[config.mk]
export PLATFORM = sky130hd
export DESIGN_NAME = rn_rename_top
export DESIGN_NICKNAME = d
export VERILOG_FILES = /design/src/rtl/rn_pkg.sv /design/src/rtl/rn_freelist.sv /design/src/rtl/rn_resolve.sv /design/src/rtl/rn_ckpt.sv /design/src/rtl/rn_rename_top.sv
export SDC_FILE = /design/constraint.sdc
export NUM_CORES = 1
export LEC_CHECK = 0
export ABC_AREA = 1
export CAP_MARGIN = 5
export CORE_ASPECT_RATIO = 0.8
export CORE_MARGIN = 1
export CORE_UTILIZATION = 50
export CTS_BUF_LIST = sky130_fd_sc_hd__clkbuf_4 sky130_fd_sc_hd__clkbuf_8
export DETAILED_ROUTE_END_ITERATION = 12
export DONT_BUFFER_PORTS = 1
export GPL_ROUTABILITY_DRIVEN = 0
export PLACE_DENSITY = 0.71
export SYNTH_ARGS = -nofsm -noshare
export SYNTH_HDL_FRONTEND = slang
export SYNTH_SLANG_ARGS = --single-unit
[constraint.sdc]
create_clock -name clk -period 14.2 [get_ports clk]
set_input_delay 3.55 -clock clk [delete_from_list [all_inputs] [get_ports clk]]
set_output_delay 3.55 -clock clk [all_outputs]
set_load 0.03 [all_outputs]
[src/rtl/rn_pkg.sv]
// Shared types for the rename stage.
// Assumes: only the restore selector needs a named encoding.
package rn_pkg;
    typedef enum logic [1:0] {
        RST_NONE      = 2'd0,
        RST_SNAP      = 2'd1,
        RST_COMMITTED = 2'd2
    } restore_e;
endpackage

[src/rtl/rn_freelist.sv]
// Free pool of physical registers kept as a bitmap.
// Grants the lowest free ids to requesting lanes in lane order, reports whether
// enough are free for the whole group, and accepts releases, a merge mask
// (snapshot restore) and a full reload (committed restore).
// Assumes: releases never name a register that is already free.
module rn_freelist #(
    parameter int NPHYS = 10,
    parameter int NLOG  = 6,
    parameter int LANES = 2,
    localparam int PW   = $clog2(NPHYS),
    localparam int CNTW = $clog2(((NPHYS > LANES) ? NPHYS : LANES) + 1)
) (
    input  logic                        clk,
    input  logic                        rst_n,
    input  logic [LANES-1:0]            want,
    input  logic                        take_en,
    input  logic                        rel_en,
    input  logic [PW-1:0]               rel_id,
    input  logic                        merge_en,
    input  logic [NPHYS-1:0]            merge_mask,
    input  logic                        load_en,
    input  logic [NPHYS-1:0]            load_mask,
    output logic [LANES-1:0][PW-1:0]    grant,
    output logic [NPHYS-1:0]            alloc_mask,
    output logic                        enough,
    output logic [NPHYS-1:0]            pool
);
    logic [NPHYS-1:0] pool_q;
    logic [NPHYS-1:0] rel_mask;
    logic [CNTW-1:0]  n_free;
    logic [CNTW-1:0]  n_need;

    assign pool     = pool_q;
    assign rel_mask = rel_en ? (NPHYS'(1) << rel_id) : '0;

    // Pick the lowest remaining free id for each requesting lane in order.
    always_comb begin : pick
        logic [NPHYS-1:0] left;
        logic             hit;
        left       = pool_q;
        alloc_mask = '0;
        for (int k = 0; k < LANES; k++) begin
            grant[k] = '0;
            hit      = 1'b0;
            for (int p = 0; p < NPHYS; p++) begin
                if (want[k] && !hit && left[p]) begin
                    grant[k]      = PW'(p);
                    hit           = 1'b1;
                    left[p]       = 1'b0;
                    alloc_mask[p] = 1'b1;
                end
            end
        end
    end

    // Count free entries and requested entries to decide whether the group fits.
    always_comb begin
        n_free = '0;
        n_need = '0;
        for (int p = 0; p < NPHYS; p++) n_free = n_free + CNTW'(pool_q[p]);
        for (int k = 0; k < LANES; k++) n_need = n_need + CNTW'(want[k]);
        enough = (n_free >= n_need);
    end

    // Pool update: reload wins, else clear granted, set released and merged.
    always_ff @(posedge clk) begin
        if (!rst_n) begin
            for (int p = 0; p < NPHYS; p++) pool_q[p] <= (p >= NLOG);
        end else if (load_en) begin
            pool_q <= load_mask;
        end else begin
            pool_q <= (pool_q & ~(take_en ? alloc_mask : '0))
                    | rel_mask
                    | (merge_en ? merge_mask : '0);
        end
    end
endmodule

[src/rtl/rn_resolve.sv]
// Same-group dependence resolution, purely combinational.
// Produces physical sources and previous mappings per lane, steering from the
// latest earlier writer in the group, and the map as it stands after the group.
// Assumes: lane 0 is oldest; grants are valid for lanes that write.
module rn_resolve #(
    parameter int NLOG  = 6,
    parameter int NPHYS = 10,
    parameter int LANES = 2,
    localparam int LW   = $clog2(NLOG),
    localparam int PW   = $clog2(NPHYS)
) (
    input  logic [NLOG-1:0][PW-1:0]   map_cur,
    input  logic [LANES-1:0]          lane_wr,
    input  logic [LANES-1:0][LW-1:0]  src1,
    input  logic [LANES-1:0][LW-1:0]  src2,
    input  logic [LANES-1:0][LW-1:0]  dst,
    input  logic [LANES-1:0][PW-1:0]  pnew,
    output logic [LANES-1:0][PW-1:0]  psrc1,
    output logic [LANES-1:0][PW-1:0]  psrc2,
    output logic [LANES-1:0][PW-1:0]  pold,
    output logic [NLOG-1:0][PW-1:0]   map_next
);
    // Look up each lane, then override with any earlier writer; later lanes win.
    always_comb begin
        for (int j = 0; j < LANES; j++) begin
            psrc1[j] = map_cur[src1[j]];
            psrc2[j] = map_cur[src2[j]];
            pold[j]  = map_cur[dst[j]];
            for (int i = 0; i < j; i++) begin
                if (lane_wr[i] && dst[i] == src1[j]) psrc1[j] = pnew[i];
                if (lane_wr[i] && dst[i] == src2[j]) psrc2[j] = pnew[i];
                if (lane_wr[i] && dst[i] == dst[j])  pold[j]  = pnew[i];
            end
        end
    end

    // Apply the group's writes in lane order to form the next map.
    always_comb begin
        map_next = map_cur;
        for (int i = 0; i < LANES; i++) begin
            if (lane_wr[i]) map_next[dst[i]] = pnew[i];
        end
    end
endmodule

[src/rtl/rn_ckpt.sv]
// Shadow slots of the speculative map, each with a mask of registers granted
// since the slot was written.
// Assumes: a slot written in the same cycle as a grant treats that grant as
// older than the checkpoint.
module rn_ckpt #(
    parameter int NCKPT = 2,
    parameter int NLOG  = 6,
    parameter int NPHYS = 10,
    localparam int PW   = $clog2(NPHYS),
    localparam int CW   = $clog2(NCKPT)
) (
    input  logic                       clk,
    input  logic                       rst_n,
    input  logic                       take,
    input  logic [CW-1:0]              take_slot,
    input  logic [NLOG-1:0][PW-1:0]    snap_map,
    input  logic                       alloc_en,
    input  logic [NPHYS-1:0]           alloc_mask,
    input  logic [CW-1:0]              rd_slot,
    output logic [NLOG-1:0][PW-1:0]    rd_map,
    output logic [NPHYS-1:0]           rd_since
);
    logic [NCKPT-1:0][NLOG-1:0][PW-1:0] snaps;
    logic [NCKPT-1:0][NPHYS-1:0]        since;

    assign rd_map   = snaps[rd_slot];
    assign rd_since = since[rd_slot];

    for (genvar c = 0; c < NCKPT; c++) begin : g_slot
        // Capture the map into this slot or accumulate grants made after it.
        always_ff @(posedge clk) begin
            if (!rst_n) begin
                for (int l = 0; l < NLOG; l++) snaps[c][l] <= PW'(l);
                since[c] <= '0;
            end else if (take && take_slot == CW'(c)) begin
                snaps[c] <= snap_map;
                since[c] <= '0;
            end else if (alloc_en) begin
                since[c] <= since[c] | alloc_mask;
            end
        end
    end
endmodule

[src/rtl/rn_rename_top.sv]
// Rename stage top: speculative and committed maps, free pool, same-group
// resolution and checkpoint slots.
// Assumes: commits arrive in program order with consistent old/new ids; a
// restore blocks renaming and checkpointing in its cycle.
module rn_rename_top
    import rn_pkg::*;
#(
    parameter int NLOG  = 6,
    parameter int NPHYS = 10,
    parameter int LANES = 2,
    parameter int NCKPT = 2,
    localparam int LW   = $clog2(NLOG),
    localparam int PW   = $clog2(NPHYS),
    localparam int CW   = $clog2(NCKPT)
) (
    input  logic                  clk,
    input  logic                  rst_n,
    input  logic                  ren_valid,
    input  logic [LANES-1:0]      ren_lane_vld,
    input  logic [LANES*LW-1:0]   ren_src1,
    input  logic [LANES*LW-1:0]   ren_src2,
    input  logic [LANES*LW-1:0]   ren_dst,
    input  logic [LANES-1:0]      ren_wr,
    output logic                  ren_ready,
    output logic [LANES*PW-1:0]   ren_psrc1,
    output logic [LANES*PW-1:0]   ren_psrc2,
    output logic [LANES*PW-1:0]   ren_pdst,
    output logic [LANES*PW-1:0]   ren_pold,
    input  logic                  cmt_valid,
    input  logic [LW-1:0]         cmt_ldst,
    input  logic [PW-1:0]         cmt_pnew,
    input  logic [PW-1:0]         cmt_pold,
    input  logic                  ck_take,
    input  logic [CW-1:0]         ck_slot,
    input  logic                  rs_valid,
    input  logic                  rs_full,
    input  logic [CW-1:0]         rs_slot
);
    logic [NLOG-1:0][PW-1:0]   spec_q, cmap_q, cmap_next, map_next, ck_map;
    logic [LANES-1:0][PW-1:0]  grant, psrc1_a, psrc2_a, pold_a;
    logic [NPHYS-1:0]          alloc_mask, pool_bits, ck_since, cmap_used;
    logic [LANES-1:0]          lane_wr;
    logic                      fl_enough, fire;
    restore_e                  rs_mode;

    assign lane_wr   = ren_lane_vld & ren_wr;
    assign ren_ready = !rs_valid && fl_enough;
    assign fire      = ren_valid && ren_ready;
    assign ren_psrc1 = psrc1_a;
    assign ren_psrc2 = psrc2_a;
    assign ren_pdst  = grant;
    assign ren_pold  = pold_a;

    // Decode the restore request into its mode.
    always_comb begin
        if (!rs_valid)    rs_mode = RST_NONE;
        else if (rs_full) rs_mode = RST_COMMITTED;
        else              rs_mode = RST_SNAP;
    end

    // Committed map after this cycle's commit, and the registers it occupies.
    always_comb begin
        cmap_next = cmap_q;
        if (cmt_valid) cmap_next[cmt_ldst] = cmt_pnew;
        cmap_used = '0;
        for (int l = 0; l < NLOG; l++) cmap_used[cmap_next[l]] = 1'b1;
    end

    rn_freelist #(.NPHYS(NPHYS), .NLOG(NLOG), .LANES(LANES)) u_free (
        .clk        (clk),
        .rst_n      (rst_n),
        .want       (lane_wr),
        .take_en    (fire),
        .rel_en     (cmt_valid),
        .rel_id     (cmt_pold),
        .merge_en   (rs_mode == RST_SNAP),
        .merge_mask (ck_since),
        .load_en    (rs_mode == RST_COMMITTED),
        .load_mask  (~cmap_used),
        .grant      (grant),
        .alloc_mask (alloc_mask),
        .enough     (fl_enough),
        .pool       (pool_bits)
    );

    rn_resolve #(.NLOG(NLOG), .NPHYS(NPHYS), .LANES(LANES)) u_res (
        .map_cur  (spec_q),
        .lane_wr  (lane_wr),
        .src1     (ren_src1),
        .src2     (ren_src2),
        .dst      (ren_dst),
        .pnew     (grant),
        .psrc1    (psrc1_a),
        .psrc2    (psrc2_a),
        .pold     (pold_a),
        .map_next (map_next)
    );

    rn_ckpt #(.NCKPT(NCKPT), .NLOG(NLOG), .NPHYS(NPHYS)) u_ckpt (
        .clk        (clk),
        .rst_n      (rst_n),
        .take       (ck_take && !rs_valid),
        .take_slot  (ck_slot),
        .snap_map   (fire ? map_next : spec_q),
        .alloc_en   (fire),
        .alloc_mask (alloc_mask),
        .rd_slot    (rs_slot),
        .rd_map     (ck_map),
        .rd_since   (ck_since)
    );

    // Speculative map: restore sources first, otherwise the renamed group.
    always_ff @(posedge clk) begin
        if (!rst_n) begin
            for (int l = 0; l < NLOG; l++) spec_q[l] <= PW'(l);
        end else begin
            case (rs_mode)
                RST_COMMITTED: spec_q <= cmap_next;
                RST_SNAP:      spec_q <= ck_map;
                default:       if (fire) spec_q <= map_next;
            endcase
        end
    end

    // Committed map follows the commit port.
    always_ff @(posedge clk) begin
        if (!rst_n) begin
            for (int l = 0; l < NLOG; l++) cmap_q[l] <= PW'(l);
        end else begin
            cmap_q <= cmap_next;
        end
    end
endmodule

==> impl_metrics.sql, run 1 <==
INSERT INTO impl_metrics (metric_group, metric, value, unit) VALUES
('timing', 'min_period', '9.20', 'ns'),
('timing', 'post-route-worst-setup-slack', '5.00', 'ns'),
('cts', 'cts_hold_repair.buffers', '0', ''),
('worst_setup_path', 'timing.critical_path.max_delay_family', 'simple AND/OR/NAND/NOR gates', ''),
('logic_synthesis', 'syn-mean-instance-area', '6.03', 'um^2'),
('pwr', 'power_leakage', '3.95', 'nW'),
('logic_synthesis', 'synth_edf_count', '0', ''),
('logic_synthesis', 'synth_xor_xnor_area_share', '0.202', '%'),
('worst_setup_path', 'setup.worst_path.class', 'primary input to output port', ''),
('cells_and_area', 'insertedDiodeCount', '0', ''),
('worst_setup_path', 'worstPathRequired', '10.65', 'ns'),
('grt', 'wire_length_of_the_first_global_routing_pass', '45100', 'um'),
('status', 'run_status', 'finished clean', ''),
('logic_synthesis', 'ys_seq_area_share', '29.2', '%'),
('drt', 'via_count', '9567', ''),
('timing', 'fmax', '109', 'MHz'),
('drt', 'finalWirelength', '28600', 'um'),
('cts', 'cts.repair.resized', '0', ''),
('drt', 'dr.pass1.iters', '7', ''),
('worst_setup_path', 'critPathMaxFanout', '10', ''),
('drt', 'violation_count_after_the_first_detailed_routing_iteration', '1005', ''),
('logic_synthesis', 'post_synth_and_or_nand_nor_area_fraction', '28.4', '%'),
('worst_setup_path', 'worstPathArrival', '5.65', 'ns'),
('placement', 'dpl-instance-area', '8820', 'um^2'),
('cts', 'ctsLongestPathBuffers', '2', ''),
('timing', 'worst_pin_slew', '1.06', 'ns'),
('worst_setup_path', 'worst_path_max_delay_cell', 'o21ai_0', ''),
('logic_synthesis', 'synth_top_family_by_area', 'simple AND/OR/NAND/NOR gates', ''),
('cts', 'postCtsSetupBuffers', '0', ''),
('cts', 'cts_sinks', '126', ''),
('cts', 'insertion_delay', '0.47', 'ns'),
('die', 'coreArea', '16700', 'um^2'),
('cts', 'numCtsBuffers', '17', ''),
('worst_setup_path', 'worstSetupEndpointType', 'output port', ''),
('cells_and_area', 'final_net_count', '1472', ''),
('timing', 'rsz0062_at_grt', 'false', ''),
('pwr', 'vdd_ir_drop_max', '0.0557', 'mV'),
('cells_and_area', 'area.growth.synth_to_final', '6.55', '%'),
('grt', 'grt_antenna_before_repair', '0', ''),
('logic_synthesis', 'post_synth_instance_area', '8650', 'um^2'),
('logic_synthesis', 'synthMuxAreaShare', '0', '%'),
('worst_setup_path', 'worst_path_largest_cell_delay', '0.72', 'ns'),
('die', 'initial_utilization', '51.8', '%'),
('placement', 'io_buffers', '0', ''),
('cts', 'cts.clk_slew.worst_paths', '0.08', 'ns'),
('drt', 'routedWlPerCell', '17.3', 'um'),
('cts', 'cts_root_buffer', 'clkbuf_8', ''),
('cells_and_area', 'drive_gt1_share', '7.21', '%'),
('cts', 'tritoncts_clock_tree', 'done', ''),
('cts', 'htree_num_levels', '4', ''),
('worst_setup_path', 'path_buf_inv', '1', ''),
('logic_synthesis', 'syn-instance-count', '1434', ''),
('timing', 'worst_hold_slack', '0.450', 'ns'),
('logic_synthesis', 'synth_fp_nets', '1490', ''),
('grt', 'first_global_vias', '8491', ''),
('die', 'die-height', '120', 'um'),
('timing', 'totalNegativeSetupSlack', '0', 'ns'),
('timing', 'final_hold_viol_count', '0', ''),
('grt', 'grt_overflow', '0', ''),
('logic_synthesis', 'post_synth_num_cell_types', '48', ''),
('drt', 'remaining_drc_errors', '0', ''),
('timing', 'finalSetupViolations', '0', ''),
('worst_setup_path', 'start_kind', 'primary input', ''),
('logic_synthesis', 'post_synth_fa_ha_maj_area_fraction', '2.55', '%'),
('logic_synthesis', 'number_of_warnings_reported_in_the_yosys_synthesis_log', '0', ''),
('drt', 'drt.antenna.violating_nets', '0', ''),
('timing', 'final-max-slew-violation-count', '0', ''),
('logic_synthesis', 'synth_compound_gate_area_share', '27.9', '%'),
('grt', 'grt_max_degree', '52', ''),
('timing', 'maxSlewHeadroom', '28.6', '%'),
('die', 'die_area', '17800', 'um^2');
layer usage:
| layer | global-route usage [%] | up-vias | part of all wire (%) |
|---|---|---|---|
| met4 | 10.1 | 0 | 2.7 |
| met5 | 0 | - | 0 |
| li1 | - | 4640 | - |
| met3 | 8.63 | 81 | 11 |
| met2 | 47.9 | 502 | 42 |
| met1 | 46.5 | 4344 | 44 |
power by group:
part | switching [mW] | leakage [nW] | internal (mW)
clock | 0.166 | 0.193 | 0.149
combinational | 0.150 | 2.73 | 0.0584
sequential | 0.0152 | 1.02 | 0.365
state kept, by name (all words and copies together), names as in the netlist:
name,flops
cmap_q,24
spec_q,24
u_ckpt.since,20
u_ckpt.snaps,48
u_free.pool,10
cell usage in the layout, fill, tap and decap left out, types with 7 or more instances in the layout:
cell type / Yosys / final
nand2_2: 17 / 17
nor3_1: 10 / 10
a21oi_1: 168 / 168
buf_4: 1 / 11
nor2_1: 154 / 154
inv_2: 8 / 8
dfxtp_1: 126 / 126
clkbuf_8: 0 / 18
a21oi_2: 7 / 7
nand3_1: 44 / 44
o22ai_1: 24 / 24
o211ai_1: 9 / 9
ha_1: 8 / 8
a31oi_1: 9 / 9
o21ai_2: 7 / 7
inv_1: 211 / 211
o21ai_1: 21 / 21
nand2_1: 323 / 323
o21ai_0: 163 / 163
cell usage after synthesis, types with 7 or more instances:
master | count | area share (%)
nand2_1 | 323 | 14
inv_1 | 211 | 9.2
a21oi_1 | 168 | 9.7
o21ai_0 | 163 | 9.4
nor2_1 | 154 | 6.7
dfxtp_1 | 126 | 29
nand3_1 | 44 | 2.5
clkbuf_1 | 42 | 1.8
o22ai_1 | 24 | 1.7
o21ai_1 | 21 | 1.2
nand2_2 | 17 | 1.2
nor3_1 | 10 | 0.58
a31oi_1 | 9 | 0.65
o211ai_1 | 9 | 0.78
ha_1 | 8 | 1.2
inv_2 | 8 | 0.35
a21oi_2 | 7 | 0.71
o21ai_2 | 7 | 0.71
final cells by class:
cell class                      instances  area (um^2)
Clock buffer                           18          248
Clock inverter                         14          148
Fill cell                            1732         7490
Inverter                              224          841
Multi-Input combinational cell       1036         5100
Sequential cell                       126         2520
Tap cell                              220          275
Timing Repair Buffer                   11         82.6
kinds of logic (layout without fill, tap and decap cells):
kind of cell,after synthesis,count (layout)
buf+inv,272,267
flops,126,126
simple gates,582,582
compound gates,438,438
xor+xnor,2,2
fa+ha+maj,14,14
path summary, 6_finish.rpt:
kind / startpoint / to / slack [ns] / depth (start not counted)
min reg2reg: u_ckpt.snaps[19] / u_ckpt.snaps[19] / 0.45 / 2
max reg2reg: u_free.pool[0] / spec_q[2] / 8.61 / 19
max: ren_lane_vld[0] / ren_psrc1[5] / 5.00 / 10
min: u_ckpt.snaps[19] / u_ckpt.snaps[19] / 0.45 / 2
worst reg2reg max path, delay by kind of cell (launching register included):
kind,cells,cell delay [ns]
simple gates,3,0.30
buf+inv,5,1.00
fa+ha+maj,7,2.87
compound gates,4,0.85
flops,1,0.53
stage by stage:
stage,utilization [%],instances
after global placement,52.8,1617
after floorplan,-,1434
after detailed placement,52.8,1617
after global routing,55.2,1649
final,55.2,1649
after CTS,55.2,1649
Note: power is estimated with default switching activity, not from simulation.
==> run 2, diff against run 1 <==
Settings changed: ABC_AREA 1 to 0.
Clock period 14.2 ns to 9.3 ns, I/O delays scaled along.
==> impl_metrics.sql, run 2 <==
INSERT INTO impl_metrics (metric_group, metric, value, unit) VALUES
('pwr', 'vdd_ir_drop_max', '0.123', 'mV'),
('worst_setup_path', 'worst_path_max_delay_cell', 'dfxtp_1', ''),
('logic_synthesis', 'synth_most_common_cell', 'dfxtp_1', ''),
('drt', 'drt.antenna.violating_nets', '0', ''),
('drt', 'drt-vias-per-instance', '6.82', ''),
('pwr', 'pwr-share-seq', '42.5', '%'),
('logic_synthesis', 'syn-instance-count', '1083', ''),
('grt', 'grt_max_degree', '58', ''),
('cells_and_area', 'drive_gt1_share', '11.3', '%'),
('logic_synthesis', 'synth_ff_type', 'dfxtp_1', ''),
('logic_synthesis', 'synthTopCellsByArea', 'dfxtp_1 (28%), mux2i_1 (7.3%), a21oi_1 (4.5%)', ''),
('logic_synthesis', 'number_of_synthesized_register_bits', '126', ''),
('logic_synthesis', 'synth_largest_area_cell', 'dfxtp_1', ''),
('cts', 'cts_hold_repair.buffers', '0', ''),
('timing', 'totalNegativeSetupSlack', '0', 'ns'),
('status', 'run_status', 'finished clean', ''),
('placement', 'io_buffers', '0', ''),
('grt', 'first_global_vias', '7723', ''),
('timing', 'final-max-slew-violation-count', '0', ''),
('logic_synthesis', 'synth_edf_count', '0', ''),
('cells_and_area', 'post-route-util', '53.8', '%'),
('cells_and_area', 'top_regs', 'u_ckpt.snaps x48, cmap_q x24, spec_q x24', ''),
('timing', 'worst_hold_slack', '0.450', 'ns'),
('drt', 'violation_count_after_the_first_detailed_routing_iteration', '1216', ''),
('logic_synthesis', 'post_synth_num_cell_types', '83', ''),
('grt', 'global_route.usage.total', '32.2', '%'),
('worst_setup_path', 'r2r-start', 'u_free.pool[1]', ''),
('worst_setup_path', 'start_kind', 'register', ''),
('cells_and_area', 'area.growth.synth_to_final', '4.86', '%'),
('cells_and_area', 'largest_register_ffs', '48', ''),
('drt', 'remaining_drc_errors', '0', ''),
('placement', 'dpl.cell_count', '1239', ''),
('timing', 'rsz0062_at_grt', 'false', ''),
('pwr', 'intPower', '0.875', 'mW'),
('grt', 'grt_antenna_before_repair', '0', ''),
('timing', 'fmax', '137', 'MHz'),
('logic_synthesis', 'number_of_warnings_reported_in_the_yosys_synthesis_log', '0', ''),
('cts', 'cts_sinks', '126', ''),
('drt', 'dr.pass1.iters', '6', ''),
('pwr', 'clockPowerShare', '34.7', '%'),
('cts', 'cts.clk_slew.worst_paths', '0.09', 'ns'),
('placement', 'place.detailed.hpwl', '21200', 'um'),
('drt', 'finalWirelength', '29600', 'um'),
('cts', 'insertion_delay', '0.45', 'ns'),
('die', 'initial_utilization', '51.3', '%'),
('cells_and_area', 'multi_input_combinational_cell_area', '5880', 'um^2'),
('die', 'design.portCount', '75', ''),
('worst_setup_path', 'critPathMaxFanout', '20', ''),
('timing', 'final_hold_viol_count', '0', ''),
('logic_synthesis', 'post_synth_instance_area', '8920', 'um^2'),
('timing', 'final.setup_skew', '0.0197', 'ns'),
('cells_and_area', 'number_of_filler_cells_placed_in_the_layout', '1625', ''),
('placement', 'dpl-instance-area', '8950', 'um^2'),
('cts', 'htree_num_levels', '4', ''),
('cells_and_area', 'final_area', '9350', 'um^2'),
('worst_setup_path', 'worst_path_largest_cell_delay', '0.72', 'ns'),
('grt', 'wire_length_of_the_first_global_routing_pass', '44300', 'um'),
('pwr', 'portion_of_total_power_attributed_to_combinational_logic', '22.9', '%'),
('logic_synthesis', 'synth_top_cell_area_share', '28.3', '%'),
('cells_and_area', 'layout.cells.non_filler', '1271', ''),
('cts', 'tritoncts_clock_tree', 'done', ''),
('die', 'die_w', '151', 'um'),
('timing', 'post-route-worst-setup-slack', '2.02', 'ns'),
('pwr', 'p_per_area', '149', 'nW/um^2'),
('logic_synthesis', 'ys_seq_area_share', '28.3', '%'),
('grt', 'grt_overflow', '0', ''),
('cells_and_area', 'ff_latch_area', '2520', 'um^2'),
('worst_setup_path', 'worstPathCellList', 'ha_1 -> inv_1 -> fa_1 -> fa_1 -> fa_1 -> fa_1 -> fa_1 -> inv_1 -> ha_1 -> a211oi_2 -> a21oi_1', ''),
('worst_setup_path', 'worstPathRequired', '6.98', 'ns'),
('die', 'die_area', '18400', 'um^2'),
('cts', 'ctsLongestPathBuffers', '2', ''),
('flow_run', 'max_cap_violations', '0', ''),
('drt', 'via_count', '8671', ''),
('logic_synthesis', 'synth_fp_nets', '1139', ''),
('timing', 'finalSetupViolations', '0', ''),
('pwr', 'switching_share', '37.1', '%'),
('worst_setup_path', 'crit_path_frequent_cell', 'fa_1', ''),
('pwr', 'power_leakage', '3.39', 'nW'),
('logic_synthesis', 'synth_common_cells', 'dfxtp_1 (126), nor2_1 (92), a21oi_1 (80), nand2_1 (80), mux2i_1 (65)', ''),
('timing', 'maxSlewHeadroom', '24.1', '%'),
('cells_and_area', 'final_net_count', '1089', ''),
('pwr', 'total_power', '1.39', 'mW'),
('die', 'die-height', '121', 'um'),
('worst_setup_path', 'worstPathArrival', '4.95', 'ns'),
('cells_and_area', 'most_flop_heavy_register', 'u_ckpt.snaps', ''),
('die', 'num_rows', '43', ''),
('cells_and_area', 'final_common_cell', 'dfxtp_1', ''),
('worst_setup_path', 'crit_start', 'u_free.pool[1]', ''),
('timing', 'fraction_of_the_cycle_the_final_worst_path_needs', '78.2', '%'),
('drt', 'routedWlPerCell', '23.3', 'um'),
('hold_path', 'timing.hold.worst.class', 'register to register', ''),
('timing', 'worst_pin_slew', '1.13', 'ns'),
('cts', 'cts.repair.resized', '0', ''),
('cells_and_area', 'mostFrequentLayoutCells', 'dfxtp_1 (126), nor2_1 (92), nand2_1 (80), a21oi_1 (79), mux2i_1 (65)', ''),
('logic_synthesis', 'postSynth.asyncResetShare', '0', '%'),
('cts', 'postCtsSetupBuffers', '0', ''),
('worst_setup_path', 'worstSetupEndpointType', 'output port', ''),
('cts', 'cts_root_buffer', 'clkbuf_8', ''),
('placement', 'placement.setup.worst_slack', '2.53', 'ns'),
('die', 'coreArea', '17400', 'um^2'),
('pwr', 'net_switching_power', '0.516', 'mW'),
('timing', 'min_period', '7.28', 'ns'),
('logic_synthesis', 'syn-mean-instance-area', '8.23', 'um^2'),
('hold_path', 'min_from', 'u_ckpt.since[9]', ''),
('cts', 'numCtsBuffers', '17', ''),
('cells_and_area', 'insertedDiodeCount', '0', ''),
('worst_setup_path', 'setup.worst_path.class', 'register to output port', '');
[run 2: cell types whose count changed after synthesis, sizes merged, moves of 34 or more]
cell,previous run,this run
a211oi,0,34
a21oi,175,83
inv,219,52
mux2i,0,65
nand2,341,81
nor2,162,92
nor2b,0,34
o21ai,191,63
[run 2: final cells by class]
type	count	share of cell area (%)
clock inverter	15	1.79
inverter	52	2.11
multi-input combinational	827	62.9
timing repair buffer	9	0.723
tap	225	3.01
sequential	126	27.0
clock buffer	17	2.50
[run 2: power groups by stage]
| stage | registers, mW | clock network (mW) | logic (mW) |
|---|---|---|---|
| after floorplan | 0.578 | 0 | 0.278 |
| after global routing | 0.591 | 0.510 | 0.344 |
| after global placement | 0.599 | 0 | 0.304 |
| after detailed placement | 0.600 | 0 | 0.308 |
| final | 0.590 | 0.482 | 0.318 |
| after CTS | 0.587 | 0.482 | 0.310 |
[run 2: critical path, delay by kind of cell, from the launching register on]
| family | cells | cell delay, ns |
|---|---|---|
| compound gates | 2 | 0.75 |
| flops | 1 | 0.72 |
| fa+ha+maj | 7 | 2.92 |
| buf+inv | 2 | 0.11 |
[run 2: worst paths after layout]
path	endpoint	slack [ns]	cells past startpoint
setup / recovery	ren_ready	2.02	11
hold reg to reg	u_ckpt.since[9]	0.45	2
hold / removal	u_ckpt.since[9]	0.45	2
setup reg to reg	u_ckpt.snaps[21]	3.77	15
[run 2: routing by layer]
layer | GRT usage (%) | vias to the layer above | wire length, um
met5 | 0 | - | 0
met4 | 8.81 | 0 | 689
met3 | 11.1 | 69 | 4170
met2 | 44.1 | 579 | 12100
met1 | 46.8 | 4063 | 12700
li1 | - | 3960 | -
[run 2: kinds of logic after synthesis]
| logic type | share of synthesized area, % |
|---|---|
| AO/OA/AOI/OAI | 28.7 |
| XOR/XNOR | 0.982 |
| adder cells (fa/ha/maj) | 2.72 |
| buffers and inverters | 6.01 |
| flip-flops | 28.3 |
| multiplexers | 14.1 |
| AND/OR/NAND/NOR | 19.2 |
==> run 3, diff against run 2 <==
Clock period 9.3 ns to 7.3 ns, I/O delays scaled along.
==> impl_metrics.sql, run 3 (synthesis gave the netlist of run 2 again) <==
INSERT INTO impl_metrics (metric_group, metric, value, unit) VALUES
('status', 'run_status', 'finished clean', ''),
('drt', 'violation_count_after_the_first_detailed_routing_iteration', '948', ''),
('placement', 'place.detailed.hpwl', '21300', 'um'),
('cts', 'ctsLongestPathBuffers', '2', ''),
('pwr', 'power_leakage', '3.41', 'nW'),
('cells_and_area', 'final_common_cell', 'dfxtp_1', ''),
('flow_run', 'max_cap_violations', '0', ''),
('timing', 'worst_pin_slew', '1.18', 'ns'),
('timing', 'final.setup_skew', '0.0209', 'ns'),
('timing', 'post-route-worst-setup-slack', '0.567', 'ns'),
('pwr', 'p_per_area', '193', 'nW/um^2'),
('drt', 'dr.pass1.iters', '5', ''),
('timing', 'min_period', '6.73', 'ns'),
('cells_and_area', 'drive_gt1_share', '11.3', '%'),
('worst_setup_path', 'worstSetupEndpointType', 'output port', ''),
('hold_path', 'timing.hold.worst.class', 'register to register', ''),
('grt', 'global_route.usage.total', '32.1', '%'),
('timing', 'totalNegativeSetupSlack', '0', 'ns'),
('worst_setup_path', 'worstPathArrival', '4.91', 'ns'),
('timing', 'maxSlewHeadroom', '20.3', '%'),
('cts', 'insertion_delay', '0.45', 'ns'),
('pwr', 'total_power', '1.81', 'mW'),
('die', 'initial_utilization', '51.3', '%'),
('grt', 'grt_max_degree', '58', ''),
('cells_and_area', 'area.growth.synth_to_final', '5.19', '%'),
('drt', 'via_count', '8769', ''),
('timing', 'fmax', '149', 'MHz'),
('cts', 'tritoncts_clock_tree', 'done', ''),
('cts', 'cts.repair.resized', '0', ''),
('grt', 'grt_overflow', '0', ''),
('pwr', 'vdd_ir_drop_max', '0.145', 'mV'),
('timing', 'rsz0062_at_grt', 'false', ''),
('drt', 'routedWlPerCell', '23.1', 'um'),
('grt', 'first_global_vias', '7810', ''),
('timing', 'fraction_of_the_cycle_the_final_worst_path_needs', '92.2', '%'),
('cells_and_area', 'top_regs', 'u_ckpt.snaps x48, cmap_q x24, spec_q x24', ''),
('drt', 'drt-vias-per-instance', '6.90', ''),
('die', 'die_w', '151', 'um'),
('placement', 'dpl-instance-area', '8940', 'um^2'),
('cts', 'postCtsSetupBuffers', '0', ''),
('cells_and_area', 'insertedDiodeCount', '0', ''),
('die', 'num_rows', '43', ''),
('worst_setup_path', 'start_kind', 'register', ''),
('cells_and_area', 'final_area', '9380', 'um^2'),
('grt', 'wire_length_of_the_first_global_routing_pass', '44600', 'um'),
('drt', 'remaining_drc_errors', '0', ''),
('die', 'die-height', '121', 'um'),
('cts', 'numCtsBuffers', '17', ''),
('die', 'coreArea', '17400', 'um^2'),
('cells_and_area', 'mostFrequentLayoutCells', 'dfxtp_1 (126), nor2_1 (92), nand2_1 (80), a21oi_1 (79), mux2i_1 (65)', ''),
('cts', 'cts.clk_slew.worst_paths', '0.09', 'ns'),
('drt', 'finalWirelength', '29400', 'um'),
('die', 'design.portCount', '75', ''),
('drt', 'drt.antenna.violating_nets', '0', ''),
('cts', 'cts_sinks', '126', ''),
('worst_setup_path', 'setup.worst_path.class', 'register to output port', ''),
('timing', 'final-max-slew-violation-count', '0', ''),
('placement', 'io_buffers', '0', ''),
('timing', 'final_hold_viol_count', '0', ''),
('cells_and_area', 'final_net_count', '1089', ''),
('die', 'die_area', '18400', 'um^2'),
('timing', 'finalSetupViolations', '0', ''),
('worst_setup_path', 'worstPathRequired', '5.48', 'ns'),
('cts', 'cts_hold_repair.buffers', '0', ''),
('grt', 'grt_antenna_before_repair', '0', ''),
('placement', 'placement.setup.worst_slack', '1.06', 'ns'),
('worst_setup_path', 'critPathMaxFanout', '19', ''),
('cts', 'htree_num_levels', '4', ''),
('cells_and_area', 'most_flop_heavy_register', 'u_ckpt.snaps', ''),
('cts', 'cts_root_buffer', 'clkbuf_8', ''),
('cells_and_area', 'largest_register_ffs', '48', '');
-- run 3: final timing paths --
check / startpoint / end / cells past startpoint / slack, ns
setup / recovery: u_free.pool[0] / ren_ready / 11 / 0.57
hold / removal: u_ckpt.since[16] / u_ckpt.since[16] / 2 / 0.45
setup reg to reg: u_free.pool[0] / u_ckpt.snaps[36] / 15 / 1.59
hold reg to reg: u_ckpt.since[16] / u_ckpt.since[16] / 2 / 0.45
-- run 3: cell type report --
cell class	count	area, um^2
Fill cell	1632	8000
Multi-Input combinational cell	827	5880
Sequential cell	126	2520
Tap cell	225	282
Clock buffer	17	234
Clock inverter	15	200
Inverter	52	198
Timing Repair Buffer	9	65.1
-- run 3: metrics by stage --
step | hold slack, ns | util (%) | std cells
floorplan | 0.420 | - | 1083
global placement | 0.432 | 51.4 | 1238
detailed placement | 0.441 | 51.4 | 1238
CTS | 0.455 | 53.9 | 1270
global route | 0.476 | 54.0 | 1271
finish | 0.452 | 54.0 | 1271
-- run 3: power by group --
group	total, mW	switching (mW)	internal (mW)	leakage, nW
clock	0.650	0.355	0.295	0.216
combinational	0.409	0.261	0.148	2.17
sequential	0.748	0.0410	0.707	1.02
-- run 3: layer usage --
layer	vias to the layer above	track usage, %	share of wire (%)
li1	3977	-	-
met1	4176	45.9	44
met2	549	45.3	42
met3	67	11.2	12
met4	0	7.38	1.9
met5	-	0	0
-- run 3: worst max-delay path, cell delays in order (launching register included) --
cell and delay (ns):
dfxtp_1 0.68, ha_1 0.33, inv_1 0.06, fa_1 0.42, fa_1 0.51, fa_1 0.43
fa_1 0.42, fa_1 0.50, inv_1 0.04, ha_1 0.31, a211oi_2 0.41, a21oi_1 0.33
